--- src/rtl/vc_pkg.sv ---
package vc_pkg;

  // What one request does to the buffer
  typedef enum logic [1:0] {
    ACT_IDLE = 2'd0,  // nothing stored or removed
    ACT_SWAP = 2'd1,  // hit, evicted block takes the hit slot
    ACT_TAKE = 2'd2,  // hit, no block offered: slot emptied
    ACT_FILL = 2'd3   // evicted block inserted at the replacement slot
  } vc_action_e;

  function automatic int idx_width(input int n);
    return (n > 1) ? $clog2(n) : 1;
  endfunction

endpackage

--- src/rtl/vc_tag_match.sv ---
module vc_tag_match #(
  parameter int ENTRIES = 4,
  parameter int TAG_W   = 27,
  parameter int IDX_W   = 2
) (
  input  logic                            clk,
  input  logic                            rst,
  input  logic [ENTRIES-1:0]              slot_valid,
  input  logic [ENTRIES-1:0][TAG_W-1:0]   slot_tag,
  input  logic [TAG_W-1:0]                probe_tag,
  output logic                            found,
  output logic [IDX_W-1:0]                found_idx
);

  logic [ENTRIES-1:0] match_vec;

  for (genvar g = 0; g < ENTRIES; g++) begin : g_cmp
    assign match_vec[g] = slot_valid[g] && (slot_tag[g] == probe_tag);
  end

  always_comb begin
    found_idx = '0;
    for (int i = ENTRIES - 1; i >= 0; i--) begin
      if (match_vec[i]) found_idx = IDX_W'(i);
    end
  end

  assign found = |match_vec;

  // a block lives in at most one slot
  p_single_match_r2: assert property (@(posedge clk) disable iff (rst)
    $onehot0(match_vec));

endmodule

--- src/rtl/vc_lru.sv ---
module vc_lru #(
  parameter int ENTRIES = 4,
  parameter int IDX_W   = 2
) (
  input  logic               clk,
  input  logic               rst,
  input  logic [ENTRIES-1:0] slot_valid,
  input  logic               touch,
  input  logic [IDX_W-1:0]   touch_idx,
  output logic [IDX_W-1:0]   victim_idx
);

  // Age 0 = most recent, ENTRIES-1 = oldest; the ages stay a permutation
  logic [ENTRIES-1:0][IDX_W-1:0] age_q;
  logic                          have_free;

  always_ff @(posedge clk) begin
    if (rst) begin
      for (int i = 0; i < ENTRIES; i++) age_q[i] <= IDX_W'(i);
    end else if (touch) begin
      for (int i = 0; i < ENTRIES; i++) begin
        if (IDX_W'(i) == touch_idx)
          age_q[i] <= '0;
        else if (age_q[i] < age_q[touch_idx])
          age_q[i] <= age_q[i] + 1'b1;
      end
    end
  end

  always_comb begin
    victim_idx = '0;
    have_free  = 1'b0;
    for (int i = 0; i < ENTRIES; i++) begin
      if (!have_free && !slot_valid[i]) begin
        victim_idx = IDX_W'(i);
        have_free  = 1'b1;
      end
    end
    if (!have_free) begin
      for (int i = 0; i < ENTRIES; i++) begin
        if (age_q[i] == IDX_W'(ENTRIES - 1)) victim_idx = IDX_W'(i);
      end
    end
  end

  // a touched slot becomes the most recent one
  p_touch_mru_r7: assert property (@(posedge clk) disable iff (rst)
    touch |=> age_q[$past(touch_idx)] == '0);

endmodule

--- src/rtl/vc_data_store.sv ---
module vc_data_store #(
  parameter int ENTRIES = 4,
  parameter int DATA_W  = 256,
  parameter int IDX_W   = 2
) (
  input  logic              clk,
  input  logic              we,
  input  logic [IDX_W-1:0]  waddr,
  input  logic [DATA_W-1:0] wdata,
  input  logic [IDX_W-1:0]  raddr_a,
  output logic [DATA_W-1:0] rdata_a,
  input  logic [IDX_W-1:0]  raddr_b,
  output logic [DATA_W-1:0] rdata_b
);

  logic [DATA_W-1:0] mem [ENTRIES];

  // Registered reads return the contents before this cycle's write
  always_ff @(posedge clk) begin
    if (we) mem[waddr] <= wdata;
    rdata_a <= mem[raddr_a];
    rdata_b <= mem[raddr_b];
  end

endmodule

--- src/rtl/victim_buffer.sv ---
module victim_buffer
  import vc_pkg::*;
#(
  parameter int ENTRIES     = 4,
  parameter int ADDR_W      = 32,
  parameter int BLOCK_BYTES = 32
) (
  input  logic                     clk,
  input  logic                     rst,
  input  logic                     lookup_valid,
  input  logic [ADDR_W-1:0]        lookup_addr,
  input  logic                     evict_valid,
  input  logic [ADDR_W-1:0]        evict_addr,
  input  logic [8*BLOCK_BYTES-1:0] evict_data,
  input  logic                     evict_dirty,
  output logic                     rsp_valid,
  output logic                     rsp_hit,
  output logic                     rsp_dirty,
  output logic [8*BLOCK_BYTES-1:0] rsp_data,
  output logic                     wb_valid,
  output logic [ADDR_W-1:0]        wb_addr,
  output logic [8*BLOCK_BYTES-1:0] wb_data
);

  localparam int OFS_W  = $clog2(BLOCK_BYTES);
  localparam int TAG_W  = ADDR_W - OFS_W;
  localparam int DATA_W = 8 * BLOCK_BYTES;
  localparam int IDX_W  = idx_width(ENTRIES);

  logic [ENTRIES-1:0]            valid_q;
  logic [ENTRIES-1:0]            dirty_q;
  logic [ENTRIES-1:0][TAG_W-1:0] tag_q;

  logic [TAG_W-1:0] probe_tag, in_tag;
  logic             found;
  logic [IDX_W-1:0] found_idx, victim_idx, wr_idx;
  logic             store_we, push_out;
  vc_action_e       action;

  assign probe_tag = lookup_addr[ADDR_W-1:OFS_W];
  assign in_tag    = evict_addr[ADDR_W-1:OFS_W];

  vc_tag_match #(.ENTRIES(ENTRIES), .TAG_W(TAG_W), .IDX_W(IDX_W)) u_match (
    .clk        (clk),
    .rst        (rst),
    .slot_valid (valid_q),
    .slot_tag   (tag_q),
    .probe_tag  (probe_tag),
    .found      (found),
    .found_idx  (found_idx)
  );

  always_comb begin
    if (lookup_valid && found)
      action = evict_valid ? ACT_SWAP : ACT_TAKE;
    else if (evict_valid)
      action = ACT_FILL;
    else
      action = ACT_IDLE;
  end

  assign store_we = (action == ACT_SWAP) || (action == ACT_FILL);
  assign wr_idx   = (action == ACT_SWAP) ? found_idx : victim_idx;
  assign push_out = (action == ACT_FILL) && valid_q[victim_idx] && dirty_q[victim_idx];

  vc_lru #(.ENTRIES(ENTRIES), .IDX_W(IDX_W)) u_lru (
    .clk        (clk),
    .rst        (rst),
    .slot_valid (valid_q),
    .touch      (store_we),
    .touch_idx  (wr_idx),
    .victim_idx (victim_idx)
  );

  vc_data_store #(.ENTRIES(ENTRIES), .DATA_W(DATA_W), .IDX_W(IDX_W)) u_store (
    .clk     (clk),
    .we      (store_we),
    .waddr   (wr_idx),
    .wdata   (evict_data),
    .raddr_a (found_idx),
    .rdata_a (rsp_data),
    .raddr_b (victim_idx),
    .rdata_b (wb_data)
  );

  // Slot bookkeeping
  always_ff @(posedge clk) begin
    if (rst) begin
      valid_q <= '0;
      dirty_q <= '0;
      tag_q   <= '0;
    end else begin
      unique case (action)
        ACT_SWAP, ACT_FILL: begin
          valid_q[wr_idx] <= 1'b1;
          dirty_q[wr_idx] <= evict_dirty;
          tag_q[wr_idx]   <= in_tag;
        end
        ACT_TAKE: valid_q[found_idx] <= 1'b0;
        default: ;
      endcase
    end
  end

  // Registered response and writeback control
  always_ff @(posedge clk) begin
    if (rst) begin
      rsp_valid <= 1'b0;
      rsp_hit   <= 1'b0;
      rsp_dirty <= 1'b0;
      wb_valid  <= 1'b0;
      wb_addr   <= '0;
    end else begin
      rsp_valid <= lookup_valid;
      rsp_hit   <= lookup_valid && found;
      rsp_dirty <= lookup_valid && found && dirty_q[found_idx];
      wb_valid  <= push_out;
      wb_addr   <= {tag_q[victim_idx], {OFS_W{1'b0}}};
    end
  end

  // outputs quiet right after reset
  p_reset_quiet_r1: assert property (@(posedge clk) disable iff (rst)
    $past(rst) |-> (!rsp_valid && !wb_valid));

  // every lookup is answered in the next cycle
  p_rsp_follows_r3: assert property (@(posedge clk) disable iff (rst)
    lookup_valid |=> rsp_valid);

  // a hit is only reported as part of a response
  p_hit_in_rsp_r2: assert property (@(posedge clk) disable iff (rst)
    rsp_hit |-> rsp_valid);

  // writeback only follows an insertion that was not a swap
  p_wb_from_fill_r8: assert property (@(posedge clk) disable iff (rst)
    wb_valid |-> ($past(evict_valid) && !rsp_hit));

endmodule

--- config.mk ---
export PLATFORM = sky130hd
export DESIGN_NAME = victim_buffer
export DESIGN_NICKNAME = d
export VERILOG_FILES = /design/src/rtl/vc_pkg.sv /design/src/rtl/vc_tag_match.sv /design/src/rtl/vc_lru.sv /design/src/rtl/vc_data_store.sv /design/src/rtl/victim_buffer.sv
export SDC_FILE = /design/constraint.sdc
export NUM_CORES = 2
export LEC_CHECK = 0
export BUFFER_PORTS_ARGS = -buffer_cell sky130_fd_sc_hd__buf_2
export CORE_MARGIN = 4
export CORE_UTILIZATION = 50
export CTS_CLUSTER_DIAMETER = 40
export CTS_CLUSTER_SIZE = 16
export DETAILED_ROUTE_END_ITERATION = 7
export GPL_TIMING_DRIVEN = 0
export PLACE_DENSITY = 0.81
export SLEW_MARGIN = 20
export SYNTH_ARGS = -nofsm -noshare
export SYNTH_HDL_FRONTEND = slang
export SYNTH_HIERARCHICAL = 1
export SYNTH_SLANG_ARGS = --single-unit
--- constraint.sdc ---
create_clock -name clk -period 27.9 [get_ports clk]
set_clock_uncertainty 0.15 [all_clocks]
set_input_delay 5.58 -clock clk [delete_from_list [all_inputs] [get_ports clk]]
set_output_delay 5.58 -clock clk [all_outputs]
set_load 0.005 [all_outputs]
# After elaboration in Yosys (flattened, before gate mapping)

Memories as Yosys holds them, arrays and structs flattened. A register that Yosys moved wholly into a read port is not among the register bits.
Cells that the tools add are included.

Memories kept: 1
Register bits after elaboration: 160
RAM bits: 1024

Memory list:

| name        | words | bits a word | read ports | clocked after Yosys merged registers in | write ports | line                | RTL |
|---|---|---|---|---|---|---|---|
| u_store.mem | 4     | 256         | 2          | 2                                       | 1           | vc_data_store.sv:16 | `logic [DATA_W-1:0] mem [ENTRIES];` |

Add/sub/neg operators: 4
Equality and inequality tests: 14
Reductions and logical operators: 31
Order comparisons: 9
Multiplexer cells: 49
Bitwise gates (word level): 3

Operators by type and width:

| operator                                                                            | number |
|---|---|
| 108-bit bitwise mux                                                                 | 1 |
| 27-bit == test                                                                      | 4 |
| 27-bit binary-select mux with 2-bit select                                          | 1 |
| 27-bit demux with 2-bit select                                                      | 1 |
| 27-bit 2-to-1 mux                                                                   | 2 |
| 2-bit 2-to-1 mux                                                                    | 24 |
| 1-bit logical AND                                                                   | 13 |
| 2-bit == test, second input constant                                                | 6 |
| 1-bit 2-to-1 mux                                                                    | 12 |
| 2-bit nonzero test                                                                  | 5 |
| 2-bit by 3-bit < comparator with 1-bit output, second input constant                | 3 |
| 2-bit by 1-bit adder with 2-bit output, second input constant                       | 4 |
| 2-bit < comparator                                                                  | 4 |
| 4-bit one-hot mux with 2 select lines                                               | 1 |
| 2-bit AND reduction                                                                 | 4 |
| 1-bit binary-select mux with 2-bit select                                           | 3 |
| 1-bit logical NOT                                                                   | 5 |
| 4-bit bitwise AND                                                                   | 1 |
| 2-bit binary-select mux with 2-bit select                                           | 1 |
| 4-bit bitwise mux                                                                   | 1 |
| 1-bit demux with 2-bit select                                                       | 2 |
| 2-bit == test, first input constant                                                 | 2 |
| 2-bit by 1-bit greater-or-equal comparator with 1-bit output, second input constant | 2 |
| 4-bit inverter                                                                      | 1 |
| 7 further kinds                                                                     | 7 |

# Depth between registers and ports, before layout

Depth after elaboration: 21
Gate-level depth with buffers: 18
Depth with buffers taken out: 16

# Modules after synthesis

Netlist, hierarchy kept.

Modules (own cells, without submodules):

| module        | seq. area each (µm²) | area each (µm²) | times used | cells an instance |
|---|---|---|---|---|
| vc_data_store | 40999.3              | 53902.9         | 1          | 2166 |
| victim_buffer | 2942.8               | 6267.3          | 1          | 574 |
| vc_tag_match  | 0.0                  | 1353.8          | 1          | 165 |
| vc_lru        | 160.2                | 755.7           | 1          | 84 |

# Worst setup path after synthesis

OpenSTA, ideal clock, no wires.

Kind: input to register
Start point: input lookup_addr[27]
End point: memory u_store.mem[0][0] (enable)
Buffers on the path: 1
Cell stages on the path: 11
Setup time: 1.239 ns
Arrival time: 26.061 ns
Path slack: 0.450 ns
Cell sequence: clkbuf_1 > xnor2_1 > nand4_1 > or4_1 > nor4_2 > nand4b_1 > and2_4 > nand2_1 > nand2_1 > o21ai_0 > nor3b_1

RTL lines:

| element                                    | line                | RTL |
|---|---|---|
| from (decl)                                | victim_buffer.sv:11 | `input logic [ADDR_W-1:0] lookup_addr,` |
| 27-bit == test                             | vc_tag_match.sv:18  | `assign match_vec[g] = slot_valid[g] && (slot_tag[g] == probe_tag);` |
| 1-bit logical AND                          | vc_tag_match.sv:18  |  |
| 4-bit OR reduction *                       | vc_tag_match.sv:28  | `assign found = \|match_vec;` |
| named net found                            | victim_buffer.sv:35 | `logic found;` |
| 1-bit logical AND *                        | victim_buffer.sv:54 | `if (lookup_valid && found)` |
| 2-bit 2-to-1 mux *                         | victim_buffer.sv:54 |  |
| 2-bit by 1-bit == test with 1-bit output * | victim_buffer.sv:63 | `assign wr_idx = (action == ACT_SWAP) ? found_idx : victim_idx;` |
| 2-bit 2-to-1 mux *                         | victim_buffer.sv:63 |  |
| named net wr_idx[1]                        | victim_buffer.sv:36 | `logic [IDX_W-1:0] found_idx, victim_idx, wr_idx;` |
| to (decl)                                  | vc_data_store.sv:16 |  |

Mark *: on every way through the listed nets, which the timed path passes. The rest lies on a longest branch.

# Worst setup path in the final report

Start point: input lookup_addr[25]
End point: memory u_store.mem[0][248] (enable)

RTL lines:

| element                       | line                | RTL |
|---|---|---|
| 27-bit == test                | vc_tag_match.sv:18  |  |
| 1-bit logical AND             | vc_tag_match.sv:18  |  |
| 2-bit 2-to-1 mux (3 in a row) | vc_tag_match.sv:24  | `if (match_vec[i]) found_idx = IDX_W'(i);` |
| 2-bit 2-to-1 mux *            | vc_tag_match.sv:24  |  |
| named net found_idx[0]        | victim_buffer.sv:36 |  |
| 2-bit 2-to-1 mux *            | victim_buffer.sv:63 |  |
| named net wr_idx[0]           | victim_buffer.sv:36 |  |

Marked as above.

==> results list <==
* CTS Sinks: 1691
- Derived from the worst setup path, the maximum achievable clock frequency is 99.51 MHz.
- Post-Syn Area per Cell: 20.84 um2
* H-tree depth: 4
- Entering global routing, the biggest net connects 45 pins.
- Number of instances in the synthesized netlist: 2989
- Top-Level Pins: 873
* Clock network power share: 43.1%
- Number of detailed-routing iterations run before antenna repair: 6
- For this configuration, the core starts out at a cell density of 50.37%.
- Final worst path period need: 10.05 ns
- Fin. Hold Viols: 0
- In this run, flip-flops and latches consume 49.3% of the power.
- Die Area: 130300 um2
- Initial antenna violation count: 59
- Summed over all layers, the global routing overflow is 0.
* Cell mode on critical path: sky130_fd_sc_hd__buf_4
- NetSw: 1.335 mW
- Critical path arrival: 10.42 ns
- Fraction of power spent switching nets: 23.09%
- The count of buffers added on input and output ports is 843.
- Summed over all instances, the cell type with the most area after synthesis is sky130_fd_sc_hd__edfxtp_1.
* Share of synthesized flip-flops with an asynchronous set or reset: 0%
- Setup violations remaining at the end of the flow were counted as 0.
* Final RePlAce weighted congestion: 0.9250
- # Max-Cap Violations: 0
* Count of nets after finishing: 4413
- Required time at the worst-slack endpoint: 28.27 ns
- Row generation in the floorplan step produced 129 rows.
* Leakage power summed over all cells: 27.36 nW
* Transition time at the pin with the least slew margin: 1.012 ns
* Kind of start point of the critical path: input pin
* Global-route met3 utilization: 8.195%
* Area contributors post-synth: sky130_fd_sc_hd__edfxtp_1 (49%), sky130_fd_sc_hd__dfxtp_1 (21%), sky130_fd_sc_hd__mux4_2 (20%), sky130_fd_sc_hd__mux2i_1 (1.4%), sky130_fd_sc_hd__buf_12 (1.4%)
- After synthesis the cells add up to 62280 um2.
- After detailed routing, the average wire length per cell comes to 28.45 um.
- Number of buffers inserted by hold repair at cts: 0
- In this run the deepest clock path goes through 3 buffers.
- Setup repair after global routing left no endpoint under its margin.
- Largest driver fanout on the critical path: 9
- Layout filler cell count: 8415
- During synthesis, Yosys emitted a total of 6 warnings.
* Internal: 4.446 mW
- TritonCTS built the clock tree.
- Counting the buffers created by CTS gives 180.
* Library cell with the highest instance count after synthesis: sky130_fd_sc_hd__edfxtp_1
- Clock tree synthesis selected as its root buffer the cell sky130_fd_sc_hd__clkbuf_16.
- Among all stages on the critical path, the largest delay is contributed by sky130_fd_sc_hd__a21oi_1.
* Top-area cell type share of the netlist area: 49.37%
- Combinational fraction of design power: 7.6%
- Critical path cell sequence: buf_6 > xnor2_1 > nand4_1 > nor4_1 > nand2_1 > a21oi_1 > inv_2 > o21ai_0 > nor3b_2 > buf_4 > buf_6 > buf_4 > buf_4 > buf_6 > buf_4 > buf_4 > buf_4 > buf_4
* Kind of capture point of the worst setup path: flop
* Tcrit/Tclk final: 36.02%
- Via-to-Cell Ratio: 5.761
- In the final layout, flip-flops and latches occupy 44100 um2.
- The path class of the tightest hold or removal check is reg -> reg.
* Initial detailed-routing violation count: 3509
* Most heavily used metal layer in global routing: met2
* Pwr Density: 76.19 nW/um2
- Most instantiated cells after synthesis: sky130_fd_sc_hd__edfxtp_1 (1024), sky130_fd_sc_hd__dfxtp_1 (667), sky130_fd_sc_hd__mux4_2 (540)
- Main flop type after synthesis: sky130_fd_sc_hd__edfxtp_1
- Area added between synthesis and finish: 21.82%
- In this run the post-CTS setup repair buffer count came out at 0.
* Total via count after detailed routing: 34050
- Among cell families on the critical path, the largest total delay comes from buffers and inverters.
- Prior to clock tree synthesis, the placed netlist has a worst setup slack of 17.26 ns.
- Layout cell share with drive strength beyond 1: 45.94%
* Number of enable flip-flop cells after synthesis: 1024
- Number of slew-limit violations in the final report: 0
* Run status: finished, final reports clean
- The die is 360.9 um wide.
- The worst-case IR drop observed on VDD is 0.00007014 V.
* Number of distinct library cells after synthesis: 68
- HPWL Detailed: 115.3 mm
* DRC violation count after routing: 0
- Core Region: 123600 um2
- Total of flip-flops plus latches after synthesis: 1691
- After detailed routing, the total wire length is 168.2 mm.
- Multi-input gate area: 16410 um2
- Setup total negative slack on the finished layout was measured at 0 ns.
* Die Height: 360.9 um
- Headroom to the max-slew limit came out at 32.52%.
* Via count of the first global-routing pass: 35720
* GRT met1 Usage: 30.07%
- The first global-routing pass estimated 243.8 mm of wire.
* Clock transition at the registers of the reported paths: 0.06 ns
- Post-CTS repair changed the size of 0 cells.
- The worst path meets setup with 17.85 ns of slack.
- Clock insertion delay at the later pin of the skew report: 0.78 ns
- In this run the remaining antenna-violating nets after routing total 0.
* Met2 track demand over resource: 43.55%
- After synthesis, flip-flops and latches occupy 70.81% of the total area.
* Buffers & Inverters on Critical Path: 11
- Across every metal layer, demand over resource in global routing totals 25.55%.
- On the worst path, the slowest cell contributes a delay of 0.76 ns.
- By startpoint and endpoint, the worst setup path is classified as in -> reg.
==> power by group through the flow <==
stage	clock network [mW]	registers [mW]	logic (mW)
global route	2.64	2.86	0.467
floorplan	0	2.92	0.214
global placement	0	2.94	0.417
finish	2.49	2.85	0.440
detailed placement	0	2.90	0.437
CTS	2.53	2.85	0.443
==> logic make-up (layout without fill, tap and decap cells) <==
kind of cell               after synthesis  in the layout  synth area share [%]
AOI/OAI and AO/OA                       70             70                0.7956
adders and majority gates                8              8                0.1607
DFF                                   1691           1691                 70.81
xor gates and xnor gates               108            108                 1.555
muxes                                  634            634                 21.10
and+or+nand+nor                        291            291                 2.686
buffers and inverters                  186           1429                 2.883
other                                    1             42              0.006021
==> cells in the final DEF, fill, tap and decap left out, types with 10 or more instances in the layout <==
cell | Yosys | routed
sky130_fd_sc_hd__clkbuf_1 | 27 | 43
sky130_fd_sc_hd__mux4_2 | 540 | 540
sky130_fd_sc_hd__buf_8 | 10 | 10
sky130_fd_sc_hd__clkinvlp_4 | 0 | 16
sky130_fd_sc_hd__nand4_1 | 25 | 25
sky130_fd_sc_hd__nand2_1 | 70 | 70
sky130_fd_sc_hd__inv_8 | 0 | 15
sky130_fd_sc_hd__xnor2_1 | 89 | 89
sky130_fd_sc_hd__nor2_1 | 11 | 11
sky130_fd_sc_hd__nor2b_1 | 31 | 31
sky130_fd_sc_hd__edfxtp_1 | 1024 | 1024
sky130_fd_sc_hd__a21oi_1 | 25 | 25
sky130_fd_sc_hd__buf_12 | 44 | 58
sky130_fd_sc_hd__clkinv_8 | 0 | 14
sky130_fd_sc_hd__buf_2 | 63 | 906
sky130_fd_sc_hd__bufinv_16 | 0 | 18
sky130_fd_sc_hd__clkinv_1 | 0 | 10
sky130_fd_sc_hd__clkbuf_16 | 0 | 183
sky130_fd_sc_hd__buf_6 | 17 | 26
sky130_fd_sc_hd__xor2_1 | 16 | 16
sky130_fd_sc_hd__dfxtp_1 | 667 | 667
sky130_fd_sc_hd__clkinv_2 | 0 | 12
sky130_fd_sc_hd__diode_2 | 0 | 37
sky130_fd_sc_hd__a21oi_2 | 10 | 10
sky130_fd_sc_hd__mux2i_1 | 90 | 90
sky130_fd_sc_hd__clkinv_4 | 0 | 15
sky130_fd_sc_hd__clkbuf_8 | 0 | 11
sky130_fd_sc_hd__buf_4 | 16 | 47
sky130_fd_sc_hd__nand2b_1 | 116 | 116
sky130_fd_sc_hd__inv_6 | 0 | 23
==> layer usage <==
layer  up-vias  wire (um)
li1      14250          -
met1     17580      58200
met2      1778      85670
met3       409      16450
met4        30       7648
met5         -        195
==> layout make-up <==
cell class,count,share of cell area [%]
Sequential cell,1691,58.13
Antenna cell,37,0.1220
Inverter,5,0.02474
Multi-Input combinational cell,1116,21.63
Buffer,181,2.343
Tap cell,1637,2.700
Timing Repair Buffer,905,6.661
Clock inverter,127,2.066
Clock buffer,211,6.319
==> worst reg2reg max path, cell delays in order (launching register included) <==
cell and delay (ns):
sky130_fd_sc_hd__dfxtp_1 0.34, sky130_fd_sc_hd__xnor2_1 0.49, sky130_fd_sc_hd__nand4_1 0.31, sky130_fd_sc_hd__nor4_1 0.51, sky130_fd_sc_hd__nand2_1 0.14, sky130_fd_sc_hd__a21oi_1 0.76
sky130_fd_sc_hd__inv_2 0.14, sky130_fd_sc_hd__o21ai_0 0.59, sky130_fd_sc_hd__nor3b_2 0.13, sky130_fd_sc_hd__buf_4 0.23, sky130_fd_sc_hd__buf_6 0.18, sky130_fd_sc_hd__buf_4 0.19
sky130_fd_sc_hd__buf_4 0.20, sky130_fd_sc_hd__buf_6 0.16, sky130_fd_sc_hd__buf_4 0.17, sky130_fd_sc_hd__buf_4 0.18, sky130_fd_sc_hd__buf_4 0.19, sky130_fd_sc_hd__buf_4 0.20
==> state kept, by name, summed over array words and instances (netlist names) <==
signal / cells
u_store/mem: 1024
u_store/rdata_a: 256
u_store/rdata_b: 256
tag_q: 108
wb_addr: 27
u_lru/age_q: 8
dirty_q: 4
valid_q: 4
rsp_dirty: 1
rsp_hit: 1
rsp_valid: 1
wb_valid: 1
==> path summary, 6_finish.rpt <==
path | slack, ns | start | cells past startpoint | endpoint
setup / recovery | 17.85 | lookup_addr[25] | 18 | u_store/mem[0][248]
hold / removal | 0.32 | dirty_q[0] | 2 | dirty_q[0]
setup reg to reg | 22.39 | tag_q[47] | 17 | u_store/mem[0][248]
hold reg to reg | 0.32 | dirty_q[0] | 2 | dirty_q[0]
==> per-stage QoR <==
step           utilization [%]  area (um2)  total power [mW]  hold WS, ns  std cells
6_report                 61.37       75870             5.781       0.3217       5910
5_1_grt                  61.34       75840             5.965       0.3469       5896
4_1_cts                  61.29       75780             5.819       0.3231       5873
3_5_place_dp             56.14       69410             3.332       0.3167       5535
3_3_place_gp             55.45       68560             3.356       0.3208       5473
2_1_floorplan                -       62290             3.129       0.2952       2993
No activity file was read; power rests on OpenSTA's default activity.
